### config.mk
export PLATFORM = sky130hd
export DESIGN_NAME = trig_edge_unit
export DESIGN_NICKNAME = d
export VERILOG_FILES = /design/src/rtl/trig_pkg.sv /design/src/rtl/trig_sync.sv /design/src/rtl/trig_edge.sv /design/src/rtl/trig_route.sv /design/src/rtl/trig_edge_unit.sv
export SDC_FILE = /design/constraint.sdc
export NUM_CORES = 1
export LEC_CHECK = 0
export BUFFER_PORTS_ARGS = -buffer_cell sky130_fd_sc_hd__buf_2
export CAP_MARGIN = 40
export CORE_AREA = 2 2 39 41
export DETAILED_ROUTE_END_ITERATION = 8
export DIE_AREA = 0 0 41 43
export GPL_ROUTABILITY_DRIVEN = 0
export REMOVE_ABC_BUFFERS = 1
export SKIP_CTS_REPAIR_TIMING = 1
export SYNTH_ARGS = -nofsm -noshare
export SYNTH_HDL_FRONTEND = slang
export SYNTH_SLANG_ARGS = --single-unit
### constraint.sdc
create_clock -name clk -period 2 [get_ports clk]
set_clock_uncertainty 0.15 [all_clocks]
set_input_delay 0.2 -clock clk [delete_from_list [all_inputs] [get_ports clk]]
set_output_delay 0.2 -clock clk [all_outputs]
set_load 0.05 [all_outputs]
### src/rtl/trig_pkg.sv
package trig_pkg;
    typedef enum logic [1:0] {
        MODE_PLAIN = 2'b00,
        MODE_COMB  = 2'b01,
        MODE_DSER  = 2'b10,
        MODE_RSVD  = 2'b11
    } xfer_cfg_e;

    typedef struct packed {
        logic start;
        logic pulse;
    } route_st_t;
endpackage

### src/rtl/trig_sync.sv
module trig_sync #(
    parameter int STAGES = 2
) (
    input  logic clk,
    input  logic rst_n,
    input  logic din,
    output logic dout
);
    localparam int LAST = STAGES - 1;

    logic [LAST:0] chain_d, chain_q;

    generate
        if (STAGES >= 2) begin : g_chain
            always_comb begin
                chain_d = {chain_q[LAST-1:0], din};
            end
        end else begin : g_single
            always_comb begin
                chain_d = din;
            end
        end
    endgenerate

    always_ff @(posedge clk or negedge rst_n) begin
        if (!rst_n) chain_q <= '0;
        else        chain_q <= chain_d;
    end

    assign dout = chain_q[LAST];
endmodule

### src/rtl/trig_edge.sv
module trig_edge (
    input  logic clk,
    input  logic rst_n,
    input  logic lvl,
    input  logic pol_fall,
    output logic hit
);
    logic prev_d, prev_q;

    always_comb begin
        prev_d = lvl;
        hit    = pol_fall ? (prev_q & ~lvl) : (lvl & ~prev_q);
    end

    always_ff @(posedge clk or negedge rst_n) begin
        if (!rst_n) prev_q <= 1'b0;
        else        prev_q <= prev_d;
    end

    // an edge is never reported twice in a row unless polarity just moved
    a_r10_single_hit: assert property (@(posedge clk) disable iff (!rst_n)
        hit |=> (!hit || (pol_fall != $past(pol_fall))));
endmodule

### src/rtl/trig_route.sv
module trig_route
    import trig_pkg::*;
(
    input  logic       clk,
    input  logic       rst_n,
    input  logic       hit,
    input  logic       master,
    input  logic       trig_en,
    input  xfer_cfg_e  mode,
    output logic       xfer_start,
    output logic       trig_out
);
    route_st_t st_d, st_q;
    logic      mode_ok;

    always_comb begin
        mode_ok     = (mode == MODE_DSER) || (mode == MODE_COMB);
        st_d.start  = hit & master & trig_en & mode_ok;
        st_d.pulse  = hit & ~master;
    end

    always_ff @(posedge clk or negedge rst_n) begin
        if (!rst_n) st_q <= '0;
        else        st_q <= st_d;
    end

    assign xfer_start = st_q.start;
    assign trig_out   = st_q.pulse;

    a_r7_slave_no_start: assert property (@(posedge clk) disable iff (!rst_n)
        !master |=> !xfer_start);
    a_r8_master_no_out: assert property (@(posedge clk) disable iff (!rst_n)
        master |=> !trig_out);
    a_r5_disabled_no_start: assert property (@(posedge clk) disable iff (!rst_n)
        !trig_en |=> !xfer_start);
    a_r6_mode_gate: assert property (@(posedge clk) disable iff (!rst_n)
        ((mode == MODE_PLAIN) || (mode == MODE_RSVD)) |=> !xfer_start);
endmodule

### src/rtl/trig_edge_unit.sv
module trig_edge_unit
    import trig_pkg::*;
#(
    parameter int SYNC_STAGES = 2
) (
    input  logic       clk,
    input  logic       rst_n,
    input  logic       trig_in,
    input  logic       cfg_pol_fall,
    input  logic       cfg_trig_en,
    input  logic       cfg_master,
    input  logic [1:0] cfg_mode,
    output logic       xfer_start,
    output logic       trig_out
);
    logic lvl_sync;
    logic edge_hit;

    trig_sync #(.STAGES(SYNC_STAGES)) u_sync (
        .clk  (clk),
        .rst_n(rst_n),
        .din  (trig_in),
        .dout (lvl_sync)
    );

    trig_edge u_edge (
        .clk     (clk),
        .rst_n   (rst_n),
        .lvl     (lvl_sync),
        .pol_fall(cfg_pol_fall),
        .hit     (edge_hit)
    );

    trig_route u_route (
        .clk       (clk),
        .rst_n     (rst_n),
        .hit       (edge_hit),
        .master    (cfg_master),
        .trig_en   (cfg_trig_en),
        .mode      (xfer_cfg_e'(cfg_mode)),
        .xfer_start(xfer_start),
        .trig_out  (trig_out)
    );

    // the two outputs never pulse together
    a_r10_exclusive: assert property (@(posedge clk) disable iff (!rst_n)
        !(xfer_start && trig_out));
endmodule

* Yosys cells after proc, flatten, opt, wreduce, memory -nomap -nowiden *
Cells that the tools add are included.
W data, S select, Z words.

word-level totals
  input bits = 8
  word-level logic and storage cells = 17
  flip-flop bits (word level) = 5

operators by class
  mux-type cells = 1
  equality and inequality tests = 2
  reduce and logical (&&, ||, !) cells = 1
  bitwise operators = 9

operators by type and width
  cell                  count
  $and A1 B1 Y1         6
  $not A1 Y1            3
  $eq A2 B1 Y1 const B  1
  $eq A2 B2 Y1 const B  1
  $logic_or A1 B1 Y1    1
  $mux W1               1

* Depth between registers and ports, before layout *
Gate-level depths: netlist (run 1).

  depth in word-level cells = 6
  depth in mapped cells = 2

* Cells and area by module *
Synthesis (run 1) repeated with hierarchy kept, for this count alone.

unflattened totals
  cells, all modules = 12
  area, all modules = 171.4 sq um

by module, submodules not included
  module      area each (sq um)  instances  cells an instance
  trig_route  73.8               1          6
  trig_sync   50.0               1          2
  trig_edge   47.5               1          4

* Worst setup path after synthesis (run 1) *
No wires, ideal clock.

  path type = flip-flop to flip-flop
  start = register u_edge.prev_q
  end = register u_route.st_q (netlist bit u_route.xfer_start)
  clock period less this slack = 1182 ps
  cell stages (with the launch flop) = 3
  path slack = 818 ps
  buffers on the path = 0
  data arrival time = 945 ps
  cell sequence = dfrtp_1 > or3b_1 > a211oi_2

RTL lines
  what                    line              RTL
  from (decl)             trig_edge.sv:8    logic prev_d, prev_q;
  from (signal assigned)  trig_edge.sv:17   else prev_q <= prev_d;
  to (signal assigned)    trig_route.sv:24  else st_q <= st_d;
  to (decl)               trig_route.sv:13  route_st_t st_d, st_q;

==> metrics.txt, run 1 <==
status=finished, final reports clean; initial DRC count=0; kind of critical path=register to register; DR WL/cell=7.72 microns; RSZ-0062 raised after global routing=false; vias=145; Syn Area/Cell=15.6 sq um; largest net degree at the start of global routing=6; total grt overflow=0; final hold vios=0; CP max FO=2; DRC Markers=0; synthesized-area fraction occupied by xor and xnor cells=0.0511; post-placement worst setup slack=775 ps; Tcrit/Tclk final=0.609; Data arrival, critical path=1220 ps; pwr dens=841 mW/mm^2; complex-gate fraction of the synthesized area=0.102; PortBufs=9; Syn Inst Count=11; Core ar.=0.00138 sq mm; Routed Antenna Nets=0; die height=43 microns; worst setup margin=781 ps; count of cell types in the netlist=7; reg-to-reg startpoint=u_edge.prev_q$_DFF_PN0_; antenna cells=0; Seq/Total Area, Yosys=0.730; vias in the first global route=130; Pins Over Slew Limit=0; Clock Tree Buf Depth=2; Setup crit start=u_edge.prev_q$_DFF_PN0_; First-pass DRT Iterations=1; slew margin rel.=0.834; Hold WC Path Type=input pin to register; max cap viols=0; htree depth=1; worst vdd ir=234 uV; clk slew on worst S/H paths=40 ps; most frequent cells in the layout=9 x buf_2, 5 x dfrtp_1, 3 x clkbuf_4, 3 x dlygate4sd3_1; sum of negative setup slack=0 ps; Ports=10; Skew-Pair Late Insertion Delay=240 ps; CP Launch Type=register; TritonCTS clock tree=built; GR Util All Layers=0.0495; Tmin final=1220 ps; Adder-Cell Fraction of Synth Area=0; CTS Sinks=5; most common cell after layout, fill and taps aside=buf_2; Netlist Area Pre-Place=171 sq um; routed vias/inst=3.37; cell row count=14; Initial Util=0.124; wirelength, routed=332 microns; layout cells sized above 1=0.481; Req. time, crit path=2000 ps; Simple-Gate Fraction of Synth Area=0.117; crit path capture type=register; initial antenna violation count=0; synthesized flop and latch total=5; Root Driver=clkbuf_4; final setup fails=0; main combinational cell family by area after synthesis=simple AND/OR/NAND/NOR gates; fmax=821 MHz; fin nets=36; global-route wire length before repair=469 microns; TritonCTS buffer count=3; area growth from synthesis to layout=70.8%; Leakage=0.139 nW; min-delay src=cfg_trig_en; Syn. warnings=0; proportion of synthesized area in mux cells=0; die area=0.00176 sq mm; die width=41 microns; Worst Tran Pin Value=251 ps
[stage by stage]
stage                     std cells  instance area (sq um)  hold WS, ps  power [W]   util
after floorplan                  11                    171         -246   0.000119      -
after global placement           36                    236         -133   0.000130  0.171
after detailed placement         36                    236         -131   0.000131  0.171
after CTS                        40                    263         -387   0.000248  0.190
after global routing             43                    293         55.7   0.000263  0.212
final                            43                    293         51.3   0.000246  0.212
[sequential cells by signal, indices dropped and copies added, names as in the netlist]
register	count
u_route.xfer_start	1
u_sync.chain_q	2
u_edge.prev_q	1
u_route.trig_out	1
[final timing paths]
check | end | slack (ps) | depth (start not counted)
max | u_route.xfer_start$_DFF_PN0_ | 780 | 2
min | u_route.xfer_start$_DFF_PN0_ | 50 | 3
max reg2reg | u_route.xfer_start$_DFF_PN0_ | 780 | 2
min reg2reg | u_sync.chain_q[1]$_DFF_PN0_ | 200 | 0
max in group asynchronous | u_edge.prev_q$_DFF_PN0_ | 1420 | 2
min in group asynchronous | u_route.xfer_start$_DFF_PN0_ | 150 | 2
[synthesized netlist by cell type, drive strengths merged]
library cell,instances,area [sq um]
nand2,1,3.75
or3b,1,8.76
a211oi,1,12.5
xnor2,1,8.76
a21oi,1,5.00
dfrtp,5,125
nand3b,1,7.51
[critical path, cell delays in order (launching register included)]
cell and delay [ps]:
dfrtp_1 370, or3b_1 400, a211oi_2 220
[cell families after synthesis]
family / count (synthesis)
compound gates: 2
simple gates: 3
flops: 5
xor+xnor: 1
[layout make-up]
class	count	area, sq um
sequential	5	125
multi-input combinational	6	46.3
timing repair buffer	12	75.1
tap	16	20.0
clock buffer	4	26.3
fill	148	1090
[layer usage]
layer / track usage / up-vias / routed length (microns) / part of all wire
li1: - / 71 / - / -
met1: 0.0525 / 60 / 154 / 0.46
met2: 0.0469 / 14 / 108 / 0.33
met3: 0.0785 / 0 / 70 / 0.21
met4: 0.0200 / 0 / 0 / 0
met5: 0 / - / 0 / 0
[power by group]
group	switching (W)	internal (W)	total (W)	leakage (nW)
Sequential	0.00000153	0.000106	0.000108	0.0623
Combinational	0.0000131	0.0000128	0.0000259	0.0615
Clock	0.0000376	0.0000752	0.000113	0.0150
Total	0.0000522	0.000194	0.000246	0.139
Note: power is estimated with default switching activity, not from simulation.
==> run 2: changes to the inputs <==
==> constraint.sdc (replaced) <==
create_clock -name clk -period 1.2 [get_ports clk]
set_clock_uncertainty 0.15 [all_clocks]
set_input_delay 0.12 -clock clk [delete_from_list [all_inputs] [get_ports clk]]
set_output_delay 0.12 -clock clk [all_outputs]
set_load 0.05 [all_outputs]
==> metrics.txt, run 2 (same netlist as run 1, synthesis figures left out) <==
status=finished, final reports clean; wirelength, routed=329 microns; largest stage delay on the critical path=380 ps; reg2reg setup slack=40 ps; Largest register FFs=2; Leakage=0.144 nW; htree depth=1; global-route wire length before repair=469 microns; total grt overflow=0; fin nets=37; GR Util All Layers=0.0485; TritonCTS clock tree=built; vias in the first global route=125; kind of critical path=register to register; Buf/Inv on CP=0; combinational share of power=0.113; layout cells sized above 1=0.500; Req. time, crit path=1200 ps; Internal=0.000327 W; area growth from synthesis to layout=78.1%; CP Launch Type=register; Worst Tran Pin Value=250 ps; DRC Markers=0; DR WL/cell=7.48 microns; initial antenna violation count=0; worst vdd ir=818 uV; routed vias/inst=3.16; Clk pwr share=0.453; post-placement worst setup slack=-14.3 ps; antenna cells=0; Root Driver=clkbuf_4; Tcrit/Tclk final=0.965; NetSw=0.0000862 W; Data arrival, critical path=1160 ps; die width=41 microns; die height=43 microns; sw frac=0.209; TritonCTS buffer count=3; RSZ-0062 raised after global routing=false; sequential share of power=0.434; First-pass DRT Iterations=1; CP max-delay cell=or3b_4; Top delay family on crit path=simple AND/OR/NAND/NOR gates; Pins Over Slew Limit=0; Tmin final=1160 ps; slew margin rel.=0.835; most common cell after layout, fill and taps aside=buf_2; vias=139; crit path capture type=register; die area=0.00176 sq mm; Largest Register=u_sync.chain_q; Clock Tree Buf Depth=2; fill count=146; Initial Util=0.124; cell row count=14; Cells after DPL=36; clk slew on worst S/H paths=40 ps; final core utilization=0.221; worst setup margin=41.8 ps; max cap viols=0; final hold vios=0; PortBufs=9; Skew-Pair Late Insertion Delay=240 ps; Core ar.=0.00138 sq mm; Hold WC Path Type=input pin to register; fmax=863 MHz; dpl cell area=236 sq um; Final Cell Area=305 sq um; final hold slack=24.6 ps; CTS Sinks=5; CP cell instances=or3b_4, a211oi_2; Final Non-Filler Cells=44; final setup fails=0; initial DRC count=0; pwr dens=1350 mW/mm^2; most frequent cells in the layout=9 x buf_2, 5 x dfrtp_1, 4 x dlygate4sd3_1, 3 x clkbuf_4; Ports=10; CP max FO=2; largest net degree at the start of global routing=6; Routed Antenna Nets=0
run 2: cell count changes in the layout (fill, tap and decap cells not counted):
cell / change
or3b_4: +1
or3b_1: -1
dlygate4sd3_1: +1
run 2: layout make-up:
type                    instances  area [sq um]  area share
clock buffers                   4          26.3      0.0861
multi-input cells               6          48.8       0.160
flip-flops and latches          5           125       0.410
well taps                      16          20.0      0.0656
repair buffers                 13          85.1       0.279
run 2: power by group through the flow:
stage	logic, W	clock network [W]	registers, W
6_report	0.0000468	0.000187	0.000179
3_5_place_dp	0.0000361	0	0.000181
3_3_place_gp	0.0000357	0	0.000181
2_1_floorplan	0.00000926	0	0.000189
4_1_cts	0.0000362	0.000200	0.000179
5_1_grt	0.0000502	0.000218	0.000180
run 2: stage by stage:
stage / total power, W / TNS [ps]
floorplan: 0.000198 / 0
global placement: 0.000217 / -4.94
detailed placement: 0.000218 / -14.3
CTS: 0.000415 / -24.8
global route: 0.000448 / 0
finish: 0.000413 / 0
run 2: worst reg2reg max path, delay by kind of cell, from the launching register on:
family,cells,cell delay [ps]
DFF,1,360
and+or+nand+nor,1,380
AOI/OAI and AO/OA,1,180
run 2: final timing paths:
| check | from | end | depth (start not counted) |
|---|---|---|---|
| min in group asynchronous | rst_n | u_edge.prev_q$_DFF_PN0_ | 2 |
| max reg2reg | u_edge.prev_q$_DFF_PN0_ | u_route.xfer_start$_DFF_PN0_ | 2 |
| max | u_edge.prev_q$_DFF_PN0_ | u_route.xfer_start$_DFF_PN0_ | 2 |
| min reg2reg | u_sync.chain_q[0]$_DFF_PN0_ | u_sync.chain_q[1]$_DFF_PN0_ | 0 |
| max in group asynchronous | rst_n | u_route.trig_out$_DFF_PN0_ | 2 |
| min | cfg_mode[1] | u_route.xfer_start$_DFF_PN0_ | 3 |
run 2: per-layer routing:
| metal | wire length, microns | part of all wire | vias up | global-route usage |
|---|---|---|---|---|
| met1 | 176 | 0.53 | 55 | 0.0461 |
| met3 | 49 | 0.15 | 0 | 0.0890 |
| met2 | 104 | 0.32 | 12 | 0.0438 |
| met4 | 0 | 0 | 0 | 0.0200 |
| li1 | - | - | 72 | - |
| met5 | 0 | 0 | - | 0 |
==> run 3: changes to the inputs <==
--- a/config.mk
+++ b/config.mk
@@ -5,7 +5,7 @@
 export SDC_FILE = /design/constraint.sdc
 export NUM_CORES = 1
 export LEC_CHECK = 0
-export BUFFER_PORTS_ARGS = -buffer_cell sky130_fd_sc_hd__buf_2
+export BUFFER_PORTS_ARGS = -buffer_cell sky130_fd_sc_hd__buf_4
 export CAP_MARGIN = 40
 export CORE_AREA = 2 2 39 41
 export DETAILED_ROUTE_END_ITERATION = 8
==> constraint.sdc (replaced) <==
create_clock -name clk -period 1.2 [get_ports clk]
set_clock_uncertainty 0.15 [all_clocks]
set_input_delay 0.12 -clock clk [delete_from_list [all_inputs] [get_ports clk]]
set_output_delay 0.12 -clock clk [all_outputs]
set_load 0.02 [all_outputs]
==> metrics.txt, run 3 (same netlist as run 1, synthesis figures left out) <==
Initial Util=0.124; final core utilization=0.242; Largest register FFs=2; fill count=149; max cap viols=0; CP Launch Type=register; TritonCTS buffer count=3; die height=43 microns; cell row count=14; final hold slack=19.9 ps; kind of critical path=register to register; most common cell after layout, fill and taps aside=buf_4; CTS Sinks=5; worst r2r path cells=2; TritonCTS clock tree=built; post-DP HPWL=276 microns; reg-to-reg startpoint=u_edge.prev_q$_DFF_PN0_; crit path capture type=register; met2 GRT Util=0.0531; GRT busiest layer=met3; Buf/Inv on CP=0; htree depth=1; Tmin final=1160 ps; GR Util All Layers=0.0545; RSZ-0062 raised after global routing=true; Routed Antenna Nets=0; status=finished, final reports clean; layout cells sized above 1=0.517; reg2reg setup slack=40 ps; Ports=10; largest stage delay on the critical path=380 ps; routed vias/inst=3.44; Data arrival, critical path=1160 ps; initial DRC count=2; fin nets=38; Top delay family on crit path=simple AND/OR/NAND/NOR gates; Hold WC Path Type=input pin to register; DR WL/cell=7.76 microns; Setup crit start=u_edge.prev_q$_DFF_PN0_; pwr dens=1250 mW/mm^2; CP max FO=2; worst reg2reg endpoint=u_route.xfer_start$_DFF_PN0_; Tcrit/Tclk final=0.968; DRC Markers=0; Register Area=125 sq um; multi-input logic area=48.8 sq um; initial antenna violation count=0; clk slew on worst S/H paths=40 ps; Req. time, crit path=1200 ps; Leakage=0.155 nW; Hold Crit Depth=3; die width=41 microns; PortBufs=9; antenna cells=0; Root Driver=clkbuf_4; largest net degree at the start of global routing=6; global-route wire length before repair=545 microns; CP max-delay cell=or3b_4; area growth from synthesis to layout=95.6%; most frequent cells in the layout=10 x buf_4, 5 x dfrtp_1, 4 x dlygate4sd3_1, 3 x clkbuf_4; total grt overflow=0; fmax=861 MHz; Clock Tree Buf Depth=2; vias=155; First-pass DRT Iterations=3; Pins Over Slew Limit=0; vias in the first global route=144; M3 GR Usage=0.0890; worst vdd ir=531 uV; die area=0.00176 sq mm; final hold vios=0; final setup fails=0; CP cell instances=or3b_4, a211oi_2; wirelength, routed=349 microns; Worst Tran Pin Value=179 ps; grt met1 use=0.0557; Worst Hold End=u_route.xfer_start$_DFF_PN0_; min-delay src=cfg_mode[1]; Largest Register=u_sync.chain_q; Core ar.=0.00138 sq mm; slew margin rel.=0.880; Skew-Pair Late Insertion Delay=240 ps
[run 3: changes by cell type in the layout (fill, tap and decap cells not counted)]
| cell | change |
|---|---|
| buf_4 | +10 |
| buf_2 | -9 |
[run 3: layout make-up]
type | count | share of cell area
Sequential cell | 5 | 0.373
Clock buffer | 4 | 0.0784
Tap cell | 16 | 0.0597
Timing Repair Buffer | 14 | 0.343
Multi-Input combinational cell | 6 | 0.146
[run 3: layer usage]
metal  vias up  wire (microns)
li1         75               -
met1        68             162
met2        12             127
met3         0              59
met4         0               0
met5         -               0
[run 3: stage by stage]
stage	power (W)	setup TNS [ps]	worst slack (ps)	instance area, sq um	std cells
finish	0.000418	0	38.6	335	45
global route	0.000448	-7.83	-7.83	335	45
CTS	0.000415	-38.0	-38.0	285	40
detailed placement	0.000220	-28.8	-28.8	259	36
global placement	0.000219	-3.73	-3.73	259	36
floorplan	0.000193	0	18.3	171	11
[run 3: power breakdown]
part | internal, W | switching [W]
Clock | 0.000125 | 0.0000615
Combinational | 0.0000342 | 0.0000177
Sequential | 0.000177 | 0.00000283
Total | 0.000336 | 0.0000820
[run 3: how the worst max path moves through the flow]
stage | slack [ps] | endpoint | depth (start not counted)
floorplan | 20 | u_route.xfer_start$_DFF_PN0_ | 2
global placement | -4 | u_route.xfer_start$_DFF_PN0_ | 2
detailed placement | -30 | u_route.xfer_start$_DFF_PN0_ | 2
CTS | -40 | u_route.xfer_start$_DFF_PN0_ | 2
global route | -8 | u_route.xfer_start$_DFF_PN0_ | 2
finish | 40 | u_route.xfer_start$_DFF_PN0_ | 2
[run 3: worst min-delay path: cells and delay by family]
kind / cells / cell delay (ps)
buffers and inverters: 1 / 80
AO/OA/AOI/OAI: 1 / 40
XOR/XNOR: 1 / 120
